==> src/rtl/usbLsRxPkg.sv <==
package usbLsRxPkg;
  typedef enum logic [1:0] {
    ST_IDLE  = 2'd0,
    ST_ALIGN = 2'd1,
    ST_HUNT  = 2'd2,
    ST_RECV  = 2'd3
  } rxState_t;

  typedef struct packed {
    logic lock;
    logic sample;
  } rxStrobe_t;
endpackage

==> src/rtl/usbLsRxCtrl.sv <==
module usbLsRxCtrl
  import usbLsRxPkg::*;
#(
  parameter int OVERSAMPLE   = 8,
  parameter int SYNC_TIMEOUT = 24
) (
  input  logic      clk,
  input  logic      rstN,
  input  logic      lineJtoK,
  input  logic      lineK,
  input  logic      stopNow,
  output rxStrobe_t strobe,
  output logic      errSync
);
  localparam int CHECK_AT = OVERSAMPLE + OVERSAMPLE / 2;
  localparam int MAX_T    = (CHECK_AT > SYNC_TIMEOUT) ? CHECK_AT : SYNC_TIMEOUT;
  localparam int TMR_W    = $clog2(MAX_T + 1);

  rxState_t state;
  logic [TMR_W-1:0] tmr;

  always_comb begin
    strobe.lock   = (state == ST_ALIGN) && (tmr == TMR_W'(CHECK_AT)) && lineK;
    strobe.sample = (state == ST_RECV) && (tmr == TMR_W'(OVERSAMPLE - 1));
  end

  always_ff @(posedge clk) begin
    if (!rstN) begin
      state   <= ST_IDLE;
      tmr     <= '0;
      errSync <= 1'b0;
    end else begin
      errSync <= 1'b0;
      unique case (state)
        ST_IDLE: begin
          if (lineJtoK) begin
            state <= ST_ALIGN;
            tmr   <= TMR_W'(1);
          end
        end
        ST_ALIGN: begin
          if (tmr == TMR_W'(CHECK_AT)) begin
            state <= lineK ? ST_RECV : ST_HUNT;
            tmr   <= '0;
          end else begin
            tmr <= tmr + 1'b1;
          end
        end
        ST_HUNT: begin
          if (lineJtoK) begin
            state <= ST_ALIGN;
            tmr   <= TMR_W'(1);
          end else if (tmr == TMR_W'(SYNC_TIMEOUT - 1)) begin
            state   <= ST_IDLE;
            tmr     <= '0;
            errSync <= 1'b1;
          end else begin
            tmr <= tmr + 1'b1;
          end
        end
        ST_RECV: begin
          if (stopNow) begin
            state <= ST_IDLE;
            tmr   <= '0;
          end else if (tmr == TMR_W'(OVERSAMPLE - 1)) begin
            tmr <= '0;
          end else begin
            tmr <= tmr + 1'b1;
          end
        end
        default: state <= ST_IDLE;
      endcase
    end
  end

  // the receive state is entered only after a K seen at the check point
  assert_lock_on_k_R2: assert property (@(posedge clk) disable iff (!rstN)
    $rose(state == ST_RECV) |-> $past(lineK));

  // a sync error comes only out of the search state
  assert_sync_err_R9: assert property (@(posedge clk) disable iff (!rstN)
    errSync |-> ($past(state) == ST_HUNT));

  // after a sync error the block sits idle
  assert_sync_idle_R9: assert property (@(posedge clk) disable iff (!rstN)
    errSync |-> (state == ST_IDLE));
endmodule

==> src/rtl/usbLsRxDatapath.sv <==
module usbLsRxDatapath
  import usbLsRxPkg::*;
#(
  parameter int BUF_BYTES   = 11,
  parameter int SYNC_STAGES = 2,
  parameter int STUFF_RUN   = 6,
  localparam int CNT_W      = $clog2(BUF_BYTES + 1)
) (
  input  logic             clk,
  input  logic             rstN,
  input  logic             dPlusIn,
  input  logic             dMinusIn,
  input  rxStrobe_t        strobe,
  output logic             lineJtoK,
  output logic             lineK,
  output logic             stopNow,
  output logic             byteValid,
  output logic [7:0]       byteData,
  output logic             pktEnd,
  output logic [CNT_W-1:0] pktLen,
  output logic             errOverflow
);
  localparam int RUN_W = $clog2(STUFF_RUN + 1);
  localparam logic [2:0] LAST_BIT = 3'd7;

  logic [SYNC_STAGES-1:0] dpPipe, dmPipe;
  logic dpS, dmS, dmPrev;
  logic se0, endHit, stuffSlot, newBit, byteDone, ovfHit;
  logic lastLevel;
  logic [2:0] bitPos;
  logic [RUN_W-1:0] onesRun;
  logic [6:0] shiftReg;
  logic [7:0] assembled;
  logic [CNT_W-1:0] byteCount;

  // two-stage synchronizer, idle J at reset
  always_ff @(posedge clk) begin
    if (!rstN) begin
      dpPipe <= '0;
      dmPipe <= '1;
      dmPrev <= 1'b1;
    end else begin
      dpPipe <= {dpPipe[SYNC_STAGES-2:0], dPlusIn};
      dmPipe <= {dmPipe[SYNC_STAGES-2:0], dMinusIn};
      dmPrev <= dmS;
    end
  end

  always_comb begin
    dpS       = dpPipe[SYNC_STAGES-1];
    dmS       = dmPipe[SYNC_STAGES-1];
    lineK     = dpS && !dmS;
    lineJtoK  = dmPrev && lineK;
    se0       = !dpS && !dmS;
    endHit    = strobe.sample && se0 && (bitPos != 3'd0);
    stuffSlot = (onesRun == RUN_W'(STUFF_RUN));
    newBit    = (dmS == lastLevel);
    assembled = {newBit, shiftReg};
    byteDone  = strobe.sample && !endHit && !stuffSlot && (bitPos == LAST_BIT);
    ovfHit    = byteDone && (byteCount == CNT_W'(BUF_BYTES));
    stopNow   = endHit || ovfHit;
  end

  always_ff @(posedge clk) begin
    if (!rstN) begin
      lastLevel   <= 1'b1;
      bitPos      <= '0;
      onesRun     <= '0;
      shiftReg    <= '0;
      byteCount   <= '0;
      byteValid   <= 1'b0;
      byteData    <= '0;
      pktEnd      <= 1'b0;
      pktLen      <= '0;
      errOverflow <= 1'b0;
    end else begin
      byteValid   <= 1'b0;
      pktEnd      <= 1'b0;
      errOverflow <= 1'b0;
      if (strobe.lock) begin
        lastLevel <= 1'b0;
        bitPos    <= '0;
        onesRun   <= '0;
        byteCount <= '0;
      end else if (strobe.sample) begin
        if (endHit) begin
          pktEnd <= 1'b1;
          pktLen <= byteCount;
        end else if (stuffSlot) begin
          onesRun   <= '0;
          lastLevel <= dmS;
        end else begin
          lastLevel <= dmS;
          onesRun   <= newBit ? onesRun + 1'b1 : '0;
          shiftReg  <= assembled[7:1];
          bitPos    <= bitPos + 1'b1;
          if (byteDone) begin
            if (ovfHit) begin
              errOverflow <= 1'b1;
            end else begin
              byteValid <= 1'b1;
              byteData  <= assembled;
              byteCount <= byteCount + 1'b1;
            end
          end
        end
      end
    end
  end

  // the ones run never passes the stuffing limit
  always @(posedge clk) begin
    if (rstN) begin
      assert_ones_cap_R4: assert (onesRun <= RUN_W'(STUFF_RUN));
    end
  end

  // bytes are at least a bit time apart, so a strobe lasts one cycle
  assert_strobe_single_R5: assert property (@(posedge clk) disable iff (!rstN)
    byteValid |=> !byteValid);

  // a strobed byte never lies beyond the capacity
  assert_no_overflow_R8: assert property (@(posedge clk) disable iff (!rstN)
    byteValid |-> (byteCount <= CNT_W'(BUF_BYTES)));

  // the reported length stays within the capacity
  assert_len_bound_R6: assert property (@(posedge clk) disable iff (!rstN)
    pktEnd |-> (pktLen <= CNT_W'(BUF_BYTES)));

  // an aborted packet never ends normally in the same cycle
  assert_abort_excl_R8: assert property (@(posedge clk) disable iff (!rstN)
    errOverflow |-> !pktEnd && !byteValid);
endmodule

==> src/rtl/usbLsRx.sv <==
module usbLsRx
  import usbLsRxPkg::*;
#(
  parameter int OVERSAMPLE   = 8,
  parameter int BUF_BYTES    = 11,
  parameter int SYNC_TIMEOUT = 24,
  localparam int CNT_W       = $clog2(BUF_BYTES + 1)
) (
  input  logic             clk,
  input  logic             rstN,
  input  logic             dPlusIn,
  input  logic             dMinusIn,
  output logic             byteValid,
  output logic [7:0]       byteData,
  output logic             pktEnd,
  output logic [CNT_W-1:0] pktLen,
  output logic             errOverflow,
  output logic             errSync
);
  rxStrobe_t strobe;
  logic lineJtoK, lineK, stopNow;

  usbLsRxCtrl #(
    .OVERSAMPLE  (OVERSAMPLE),
    .SYNC_TIMEOUT(SYNC_TIMEOUT)
  ) i_ctrl (
    .clk     (clk),
    .rstN    (rstN),
    .lineJtoK(lineJtoK),
    .lineK   (lineK),
    .stopNow (stopNow),
    .strobe  (strobe),
    .errSync (errSync)
  );

  usbLsRxDatapath #(
    .BUF_BYTES  (BUF_BYTES),
    .SYNC_STAGES(2),
    .STUFF_RUN  (6)
  ) i_datapath (
    .clk        (clk),
    .rstN       (rstN),
    .dPlusIn    (dPlusIn),
    .dMinusIn   (dMinusIn),
    .strobe     (strobe),
    .lineJtoK   (lineJtoK),
    .lineK      (lineK),
    .stopNow    (stopNow),
    .byteValid  (byteValid),
    .byteData   (byteData),
    .pktEnd     (pktEnd),
    .pktLen     (pktLen),
    .errOverflow(errOverflow)
  );
endmodule

==> config.mk <==
export PLATFORM = sky130hd
export DESIGN_NAME = usbLsRx
export DESIGN_NICKNAME = d
export VERILOG_FILES = /design/src/rtl/usbLsRxPkg.sv /design/src/rtl/usbLsRxCtrl.sv /design/src/rtl/usbLsRxDatapath.sv /design/src/rtl/usbLsRx.sv
export SDC_FILE = /design/constraint.sdc
export NUM_CORES = 1
export LEC_CHECK = 0
export CORE_UTILIZATION = 50
export DETAILED_ROUTE_END_ITERATION = 7
export DONT_BUFFER_PORTS = 1
export PLACE_DENSITY = 0.68
export SYNTH_ARGS = -nofsm -noshare
export SYNTH_HDL_FRONTEND = slang
export SYNTH_SLANG_ARGS = --single-unit
export TNS_END_PERCENT = 10
==> constraint.sdc <==
create_clock -name clk -period 1.65 [get_ports clk]
set_input_delay 0.33 -clock clk [delete_from_list [all_inputs] [get_ports clk]]
set_output_delay 0.33 -clock clk [all_outputs]
set_load 0.01 [all_outputs]
==> out/results.tsv, run 1 <==
stage	metric	value	unit
drt	Initial DRC Count	71	
worst_hold_path	hold crit path type	input pin to flop	
global_route	remaining global-route overflow	0	
synthesis	Syn Std Cell Area	2100	µm²
placed_design	Port Buffers	0	
sta	Max Clock Skew	11.2	ps
synthesis	Gate Count Post-Synth	218	
critical_path	slowest stage delay, CP	350	ps
sta	RSZ-0062 raised after global routing	yes	
critical_path	CP max FO	7	
synthesis	Synth async-reset ratio	0	%
sta	Slew HR	75.5	%
flow_run	max-cap violation count	0	
sta	hold_ws	91.8	ps
synthesis	post-synth top area cell	dfxtp_1	
clocking	CTS max path bufs	2	
critical_path	Worst Setup Path Type	flop to flop	
power	Power, Total	1870	µW
critical_path	startpoint types	flop	
global_route	grt peak-use layer	met2	
drt	Routed Antenna Nets	0	
floorplanning	die width	66.9	µm
synthesis	synth unique cells	51	
synthesis	synth warn	0	
global_route	vias in the first global route	1499	
synthesis	FF+latch count, synth	46	
synthesis	Commonest cells post-synth	dfxtp_1, nor2_1, mux2i_1	
clocking	CTS root buf	clkbuf_8	
power	power per cell area	724	nW/µm²
clocking	CTS Sinks	46	
synthesis	post-synth top area share	43.8	%
global_route	initial antenna violation count	0	
power	leakage power	0.00108	µW
sta	Tcrit/Tclk final	105	%
floorplanning	core box area	4030	µm²
critical_path	Critical Path RT	1850	ps
synthesis	Syn Nets	230	
cells_and_area	nets	263	
cells_and_area	finished layout cell area	2590	µm²
drt	routed vias/inst	5.26	
global_route	largest net degree at the start of global routing	15	
placed_design	GPL Wtd Cong	0.793	
sta	Hold Violations, Final	0	
drt	remaining routing DRC violations	0	
cells_and_area	Final Core Density	64.3	%
sta	min cycle time layout	1730	ps
cells_and_area	antenna fix cells	0	
status	status	complete, but fails checks	
floorplanning	die area	4470	µm²
cells_and_area	Area Overhead vs Synth	23.1	%
synthesis	syn avg cell area	9.65	µm²
power	Worst VDD drop	0.000521	V
synthesis	register area share after synthesis	43.8	%
synthesis	top-count cell post-synth	dfxtp_1	
clocking	CTS tree	built	
global_route	first-pass GRT wire length	6760	µm
global_route	grt met2 use	31.2	%
sta	Worst-Margin Slew	366	ps
floorplanning	FP Rows	23	
synthesis	top post-synthesis cells by area	dfxtp_1, mux2i_1, nor2_1, ha_1, nand2b_1	
drt	routed vias	1590	
floorplanning	Die Span Y	66.9	µm
critical_path	crit end category	flop	
critical_path	CP max stage cell	dfxtp_2	
global_route	met1 Usage GRT	26.3	%
clocking	Num CTS Buffers	5	
placed_design	Placed Area	2310	µm²
synthesis	number of flops mapped to enable cells by yosys	0	
clocking	clk slew on worst S/H paths	90	ps
floorplanning	initial cell density of the core	52.2	%
clocking	# H-tree levels	2	
sta	Fmax	0.580	GHz
cells_and_area	share of layout cells above drive strength 1	29.8	%
sta	Setup Viol. Count Final	7	
global_route	GR Util met3	5.48	%
placed_design	hpwl dp	2840	µm
drt	Pre-Repair DR Iteration Count	4	
synthesis	Post-synth top flop	dfxtp_1	
critical_path	CP Data Arrival Time	1920	ps
floorplanning	I/O pin count	20	
global_route	GRT Util Overall	20.3	%
drt	drt total wl	4220	µm
sta	setup ws final	-75.6	ps
critical_path	worst-path cell chain	buf_4, ha_4, nand4bb_1, buf_6, nor3_4, nand4_1, mux2_4	
cells_and_area	filler instances	337	
clocking	worst skew pair latency	310	ps
status	failing checks	negative setup slack	
drt	per-cell routed wire length	14.0	µm
sta	Slew Viols, Final	0	
[registers in the layout, summed over array words and instances (netlist names)]
| register | flops |
|---|---|
| i_datapath.onesRun | 3 |
| i_datapath.bitPos | 3 |
| i_datapath.shiftReg | 7 |
| i_ctrl.state | 2 |
| i_datapath.errOverflow | 1 |
| i_datapath.pktLen | 4 |
| i_datapath.byteData | 8 |
| i_datapath.dpPipe | 2 |
| i_datapath.dmPipe | 2 |
| i_datapath.lastLevel | 1 |
| i_ctrl.errSync | 1 |
| i_datapath.byteValid | 1 |
| i_ctrl.tmr | 5 |
| i_datapath.dmPrev | 1 |
| i_datapath.pktEnd | 1 |
| i_datapath.byteCount | 4 |
[power by group]
part	internal, µW	switching [µW]	total (µW)	leakage, µW
logic	25.2	33.5	58.6	0.000663
clock network	299	398	698	0.0000452
registers	1120	3.37	1120	0.000373
total	1440	435	1870	0.00108
[routing by layer]
layer / share of wire [%] / wire length [µm]
met5: 0 / 0
met1: 48 / 2030
met3: 4.1 / 172
met4: 2.1 / 88
met2: 46 / 1920
[worst max-delay path, delay by kind of cell, from the launching register on]
kind	cells	cell delay, ps
simple gates	3	510
buf+inv	2	300
flops	1	350
mux	1	320
fa+ha+maj	1	130
[cells by family (layout without fill, tap and decap cells)]
| group | count (synthesis) | in the layout | synth area share [%] |
|---|---|---|---|
| multiplexers | 22 | 22 | 10.5 |
| flip-flops | 46 | 46 | 43.8 |
| AO/OA/AOI/OAI | 28 | 28 | 10.1 |
| adder cells (fa/ha/maj) | 8 | 8 | 4.76 |
| XOR/XNOR | 5 | 5 | 2.08 |
| buffers and inverters | 21 | 55 | 5.12 |
| AND/OR/NAND/NOR | 88 | 88 | 23.7 |
[through the flow]
stage          std cells  setup WS (ps)  setup TNS (ps)
5_1_grt              302           -125           -1360
3_5_place_dp         285          -96.4            -322
4_1_cts              297          -92.2            -151
6_report             302          -75.6            -114
3_3_place_gp         285          -97.1            -334
2_1_floorplan        218           63.9               0
[cell type report]
type,count,area [µm²],area share (%)
multi-input combinational,151,1180,45.6
clock buffer,6,72.6,2.80
sequential,46,925,35.7
inverter,11,41.3,1.59
tap,50,62.6,2.42
timing repair buffer,36,294,11.4
clock inverter,2,13.8,0.532
[cells in the final DEF (no fill, tap or decap), drive strengths merged, types with 2 or more instances in the layout]
cell type / n
dfxtp: 46
nor2: 37
buf: 36
mux2i: 21
inv: 11
nand2: 10
a21oi: 8
ha: 8
nand2b: 7
clkbuf: 6
nor3: 6
xnor2: 5
o21ai: 5
nand3: 4
nand4: 3
and2: 3
nor4: 3
or3: 2
nor2b: 2
and3: 2
nor3b: 2
a21o: 2
nand3b: 2
a31oi: 2
clkinv: 2
[final timing paths]
check	end	depth (start not counted)	from	slack (ps)
max	i_datapath.byteCount[3]	7	i_ctrl.tmr[0]	-80
min	i_datapath.lastLevel	1	rstN	90
max reg2reg	i_datapath.byteCount[3]	7	i_ctrl.tmr[0]	-80
min reg2reg	i_datapath.dmPipe[1]	1	i_datapath.dmPipe[0]	410
[what timing repair did]
action                                  in CTS  in global routing
pin swaps                                    6                 12
endpoints found under the setup margin      18                 37
resized for setup                           13                 17
buffers inserted                             4                  5
hold buffers                                 0                  0
No activity file was read; power rests on OpenSTA's default activity.
==> run 2: changes to the inputs <==
Settings changed: ABC_AREA set to 1, ABC_CLOCK_PERIOD_IN_PS set to 1650.
==> run 2 against run 1 <==
  * The flow now finishes without violations
  * Sequential share of layout area rose by 1.8 points
  * Global-route usage rose by 1.6 points
  * Combinational power rose to 6.9 times the previous value
  * Critical path type unchanged
  * Clock power rose by 26%
  * Die area fell by 2.6%
  * Fmax rose by 5.5%
  * First-iteration DRC count rose to 2.7 times the previous value
  * Highest routed layer unchanged
  * Via count rose by 13%
  * Hold slack improved by 9.4 ps
  * Largest power group unchanged
  * Area after synthesis fell by 2.7%
  * Cell count rose by 13%
  * Sequential power rose by 5%
==> out/results.tsv, run 2 <==
stage	metric	value	unit
floorplanning	I/O pin count	20	
synthesis	Post-Synth Simple-Gate Area	23.2	%
drt	Initial DRC Count	194	
floorplanning	FP Rows	22	
global_route	largest net degree at the start of global routing	26	
placed_design	GPL Wtd Cong	0.818	
cells_and_area	Most flops, register	i_datapath.byteData	
drt	routed vias/inst	5.25	
worst_hold_path	hold path cells	1	
status	status	finished, final reports clean	
cells_and_area	biggest regs	i_datapath.byteData x8, i_datapath.shiftReg x7, i_ctrl.tmr x5	
floorplanning	die area	4350	µm²
sta	Tcrit/Tclk final	99.1	%
synthesis	FF+latch count, synth	46	
floorplanning	initial cell density of the core	53.9	%
sta	Hold Violations, Final	0	
synthesis	top post-synthesis cells by area	dfxtp_1, nand2_1, inv_1, a21oi_1, ha_1	
sta	TNS Setup	0	ps
sta	RSZ-0062 raised after global routing	yes	
synthesis	Synth async-reset ratio	0	%
critical_path	worst reg2reg path endpoint	i_datapath.pktLen[1]	
sta	Fmax	0.611	GHz
synthesis	post-synth top area cell	dfxtp_1	
cells_and_area	most frequent cells in the layout	nand2_1, dfxtp_1, inv_1	
synthesis	mux contribution to synthesized area	0	%
synthesis	Gate Count Post-Synth	268	
cells_and_area	share of layout cells above drive strength 1	22.1	%
sta	Max Clock Skew	11.4	ps
global_route	vias in the first global route	1598	
critical_path	Critical Path RT	1890	ps
cells_and_area	nets	305	
synthesis	register area share after synthesis	45.0	%
global_route	initial antenna violation count	0	
drt	remaining routing DRC violations	0	
cells_and_area	FF/Latch Area	927	µm²
synthesis	post-synth top area share	45.0	%
critical_path	Worst Setup Path Type	flop to flop	
placed_design	Port Buffers	0	
synthesis	Syn Std Cell Area	2050	µm²
cells_and_area	commonest non-fill, non-tap cell in the layout	nand2_1	
cells_and_area	Area Overhead vs Synth	20.8	%
global_route	GRT Util Overall	21.9	%
sta	min cycle time layout	1640	ps
critical_path	r2r setup slk	10	ps
drt	routed vias	1795	
global_route	remaining global-route overflow	0	
clocking	CTS Sinks	46	
cells_and_area	footprint of the multi-input gates	1020	µm²
power	leakage power	0.00101	µW
synthesis	Syn Nets	280	
power	power per cell area	995	nW/µm²
critical_path	CP max FO	7	
placed_design	DP Cell Count	328	
synthesis	largest family of logic cells by synthesized area	simple AND/OR/NAND/NOR gates	
synthesis	Post-Synth XOR/XNOR Area	0.856	%
synthesis	Commonest cells post-synth	nand2_1, dfxtp_1, inv_1	
synthesis	top-count cell post-synth	nand2_1	
synthesis	synth warn	0	
clocking	CTS max path bufs	2	
sta	Worst-Margin Slew	406	ps
critical_path	worst r2r src	i_ctrl.tmr[0]	
worst_hold_path	hold_sp	rstN	
worst_hold_path	Hold EP	i_datapath.dmPrev	
placed_design	hpwl dp	2920	µm
worst_hold_path	hold crit path type	input pin to flop	
critical_path	CP Data Arrival Time	1870	ps
clocking	clk slew on worst S/H paths	100	ps
drt	Pre-Repair DR Iteration Count	4	
sta	Slew HR	72.9	%
sta	Setup Viol. Count Final	0	
synthesis	Post-synth top flop	dfxtp_1	
cells_and_area	fin cells	342	
cells_and_area	max reg flops	8	
critical_path	crit end category	flop	
synthesis	adder-cell area share of the yosys netlist	4.89	%
drt	per-cell routed wire length	13.1	µm
cells_and_area	Final Core Density	65.1	%
floorplanning	die width	66.0	µm
floorplanning	Die Span Y	66.0	µm
drt	drt total wl	4480	µm
cells_and_area	filler instances	348	
floorplanning	core box area	3800	µm²
synthesis	post-synthesis compound-gate area fraction	15.7	%
clocking	worst skew pair latency	310	ps
drt	Routed Antenna Nets	0	
clocking	CTS tree	built	
synthesis	number of flops mapped to enable cells by yosys	0	
synthesis	syn avg cell area	7.64	µm²
critical_path	startpoint types	flop	
critical_path	Worst Reg2Reg Path Length in Cells	9	
power	Worst VDD drop	0.000621	V
global_route	first-pass GRT wire length	7220	µm
flow_run	max-cap violation count	0	
sta	Slew Viols, Final	0	
clocking	CTS root buf	clkbuf_8	
cells_and_area	antenna fix cells	0	
clocking	Num CTS Buffers	5	
clocking	# H-tree levels	2	
synthesis	synth unique cells	30	
[run 2: changes by cell type after synthesis, moves of 4 or more]
| cell | change |
|---|---|
| nand2_1 | +42 |
| inv_1 | +31 |
| a21oi_1 | +24 |
| mux2i_1 | -21 |
| nor2_1 | -19 |
| nand3_1 | +13 |
| o21ai_1 | +9 |
| nand2b_1 | -7 |
| o21ai_0 | +5 |
| nand4_1 | +4 |
| o211ai_1 | +4 |
| xnor2_1 | -4 |
[run 2: worst max path at each step]
stage                  startpoint                      end  slack, ps
finish              i_ctrl.tmr[0]     i_datapath.pktLen[1]         10
global route        i_ctrl.tmr[0]  i_datapath.byteCount[2]        -80
CTS                 i_ctrl.tmr[0]    i_datapath.onesRun[0]          5
detailed placement  i_ctrl.tmr[0]  i_datapath.byteCount[3]        -30
global placement    i_ctrl.tmr[0]  i_datapath.byteCount[3]         40
floorplan           i_ctrl.tmr[0]   i_datapath.byteData[7]        110
[run 2: cell type report]
type / instances / share of cell area (%)
Clock inverter: 3 / 1.97
Multi-Input combinational cell: 173 / 41.1
Inverter: 44 / 7.08
Sequential cell: 46 / 37.5
Clock buffer: 5 / 2.78
Timing Repair Buffer: 23 / 7.13
Tap cell: 48 / 2.43
[run 2: worst max-delay path: stages, from the launching register on]
cell and delay [ps]:
dfxtp_4 380, ha_4 140, nand2_2 70, nor2_4 100, buf_4 130, nand4_1 240, inv_2 200, buf_4 130
o21ai_0 60, a21oi_1 110
[run 2: kinds of logic (layout without fill, tap and decap cells)]
| kind of cell | after synthesis | after routing |
|---|---|---|
| simple gates | 102 | 104 |
| compound gates | 59 | 59 |
| buf+inv | 51 | 75 |
| flops | 46 | 46 |
| fa+ha+maj | 8 | 8 |
| xor+xnor | 2 | 2 |
[run 2: repair_timing]
action                     4_1_cts  5_1_grt
resized for setup                1       32
gates cloned                     1        1
buffers inserted                 0        4
pin swaps                        0        9
hold buffers                     0        0
setup endpoints to repair        1       27
hold endpoints to repair         0        0
[run 2: through the flow]
stage	cell area, µm²	power [µW]	hold WS [ps]	setup slack, ps
2_1_floorplan	2050	1410	390	105
3_3_place_gp	2200	1520	396	35.9
3_5_place_dp	2200	1530	402	-33.2
4_1_cts	2330	2390	90.7	5.07
5_1_grt	2470	2580	86.8	-84.3
6_report	2470	2460	101	14.6
[run 2: where the power goes]
part / internal, µW / switching (µW)
Clock: 462 / 414
Sequential: 1140 / 39.2
Combinational: 167 / 235
[run 2: per-layer routing]
layer	global-route usage, %	wire (µm)	vias up
met5	0	0	-
met4	7.98	59	0
met3	4.66	276	6
met2	33.2	2040	55
met1	30.3	2100	808
li1	-	-	926
==> run 3: changes to the inputs <==
Settings changed: ABC_CLOCK_PERIOD_IN_PS 1650 to unset, CORE_UTILIZATION 50 to 45, PLACE_DENSITY 0.68 to unset.
==> run 3 against run 2 <==
  * The run now ends with negative setup slack left
  * Total power down 8.2%
  * Sequential share of layout area up 0.85 points
  * Sequential power about the same
  * Cell count up 0.88%
  * Fmax down 2.0%
  * Critical path depth up 2
  * Final area down 2.5%
  * First-iteration DRC count down 33%
  * Clock skew down 3.9 ps
  * Routed wire length down 2.1%
  * Core utilization down 9.7 points
  * Critical path type unchanged
  * Largest power group unchanged
==> out/results.tsv, run 3 (synthesis results as in run 2) <==
stage	metric	value	unit
power	power per cell area	936	nW/µm²
power	Clock power frac	30.2	%
clocking	Num CTS Buffers	5	
cells_and_area	commonest non-fill, non-tap cell in the layout	nand2_1	
drt	remaining routing DRC violations	0	
critical_path	CP Data Arrival Time	1900	ps
status	failing checks	negative setup slack	
cells_and_area	most frequent cells in the layout	nand2_1, dfxtp_1, inv_1	
placed_design	hpwl dp	3030	µm
power	Seq pwr share	51.9	%
power	Sw Share	28.2	%
cells_and_area	fin cells	345	
global_route	vias in the first global route	1601	
sta	Max Clock Skew	7.40	ps
sta	Worst-Margin Slew	439	ps
drt	routed vias/inst	5.15	
global_route	first-pass GRT wire length	7360	µm
placed_design	Port Buffers	0	
clocking	worst skew pair latency	300	ps
cells_and_area	share of layout cells above drive strength 1	20.8	%
worst_hold_path	hold crit path type	input pin to flop	
critical_path	worst-path cell chain	ha_4, nand2_4, nor2_4, nand3_2, nor2_4, nand2_2, buf_6, nor2_2, inv_1, or2_0, a21oi_1	
sta	Fmax	0.599	GHz
global_route	largest net degree at the start of global routing	26	
floorplanning	core box area	4350	µm²
global_route	initial antenna violation count	0	
clocking	CTS root buf	clkbuf_8	
placed_design	DP Cell Count	330	
power	Int Power	1620	µW
global_route	remaining global-route overflow	0	
placed_design	GPL Wtd Cong	0.859	
cells_and_area	Final Core Density	55.4	%
sta	Setup Viol. Count Final	1	
floorplanning	initial cell density of the core	47.0	%
drt	drt total wl	4380	µm
sta	Slew HR	70.5	%
clocking	# H-tree levels	2	
critical_path	worst r2r src	i_ctrl.tmr[1]	
floorplanning	die width	69.4	µm
critical_path	CP most frequent cell	nor2_4	
floorplanning	Die Span Y	69.4	µm
power	Logic pwr share	17.9	%
drt	Routed Antenna Nets	0	
sta	Hold Violations, Final	0	
critical_path	Critical Path RT	1880	ps
cells_and_area	Most flops, register	i_datapath.byteData	
critical_path	slowest stage delay, CP	360	ps
power	leakage power	0.00100	µW
power	Worst VDD drop	0.000614	V
sta	min cycle time layout	1670	ps
floorplanning	die area	4820	µm²
clocking	CTS max path bufs	2	
drt	Pre-Repair DR Iteration Count	5	
clocking	CTS Sinks	46	
cells_and_area	biggest regs	i_datapath.byteData x8, i_datapath.shiftReg x7, i_ctrl.tmr x5	
cells_and_area	antenna fix cells	0	
sta	RSZ-0062 raised after global routing	yes	
critical_path	startpoint types	flop	
sta	setup ws final	-18.4	ps
worst_hold_path	hold_sp	rstN	
power	P_sw	637	µW
global_route	GRT Util Overall	18.7	%
flow_run	max-cap violation count	0	
drt	Initial DRC Count	130	
critical_path	crit path buf inv count	2	
cells_and_area	Area Overhead vs Synth	17.8	%
critical_path	CP max stage cell	dfxtp_2	
critical_path	CP max FO	6	
critical_path	crit path from	i_ctrl.tmr[1]	
clocking	clk slew on worst S/H paths	90	ps
sta	Tcrit/Tclk final	101	%
critical_path	crit end category	flop	
floorplanning	I/O pin count	20	
critical_path	Worst Setup Path Type	flop to flop	
clocking	CTS tree	built	
drt	per-cell routed wire length	12.7	µm
drt	routed vias	1776	
sta	Slew Viols, Final	0	
floorplanning	FP Rows	24	
cells_and_area	nets	304	
cells_and_area	max reg flops	8	
critical_path	delay-heaviest family, CP	simple AND/OR/NAND/NOR gates	
status	status	complete, but fails checks	
[run 3: worst register-to-register path: stages (launching register included)]
cell	delay (ps)
dfxtp_2	360
ha_4	150
nand2_4	50
nor2_4	120
nand3_2	90
nor2_4	130
nand2_2	80
buf_6	140
nor2_2	70
inv_1	50
or2_0	220
a21oi_1	150
[run 3: power by group through the flow]
stage	Clock [µW]	Combinational (µW)	Sequential [µW]
floorplan	0	216	1200
global placement	0	342	1190
detailed placement	0	342	1190
CTS	704	343	1170
global route	744	456	1180
finish	682	404	1170
[run 3: routing by layer]
layer | part of all wire [%] | vias to the layer above | track usage, %
met5 | 0 | - | 0
met4 | 1.4 | 0 | 5.67
met3 | 3.9 | 7 | 4.80
met2 | 45 | 32 | 27.7
met1 | 50 | 809 | 26.7
li1 | - | 928 | -
[run 3: path summary, 6_finish.rpt]
kind	slack [ps]	end	cells after the start
max	-20	i_datapath.onesRun[1]	11
min	110	i_datapath.dmPrev	1
max reg2reg	-20	i_datapath.onesRun[1]	11
min reg2reg	420	i_datapath.dmPipe[1]	1
[run 3: through the flow]
step | cell area, µm² | hold slack (ps) | setup TNS, ps | total power (µW) | worst slack, ps
2_1_floorplan | 2050 | 390 | 0 | 1410 | 105
3_3_place_gp | 2190 | 396 | 0 | 1530 | 34.3
3_5_place_dp | 2190 | 400 | 0 | 1530 | 9.11
4_1_cts | 2290 | 99.8 | 0 | 2210 | 1.92
5_1_grt | 2410 | 105 | -232 | 2380 | -84.7
6_report | 2410 | 109 | -18.4 | 2260 | -18.4
[run 3: area by class of cell]
| class | instances | area (µm²) |
|---|---|---|
| Fill cell | 434 | 1940 |
| Multi-Input combinational cell | 173 | 1000 |
| Sequential cell | 46 | 925 |
| Timing Repair Buffer | 22 | 169 |
| Inverter | 44 | 168 |
| Clock buffer | 6 | 72.6 |
| Tap cell | 52 | 65.1 |
| Clock inverter | 2 | 13.8 |
[run 3: repair_timing]
item / CTS / global route
setup endpoints to repair: 2 / 27
setup buffers: 0 / 5
gates resized for setup: 1 / 24
gates cloned: 1 / 1
pin swaps: 0 / 15
hold buffers: 0 / 0
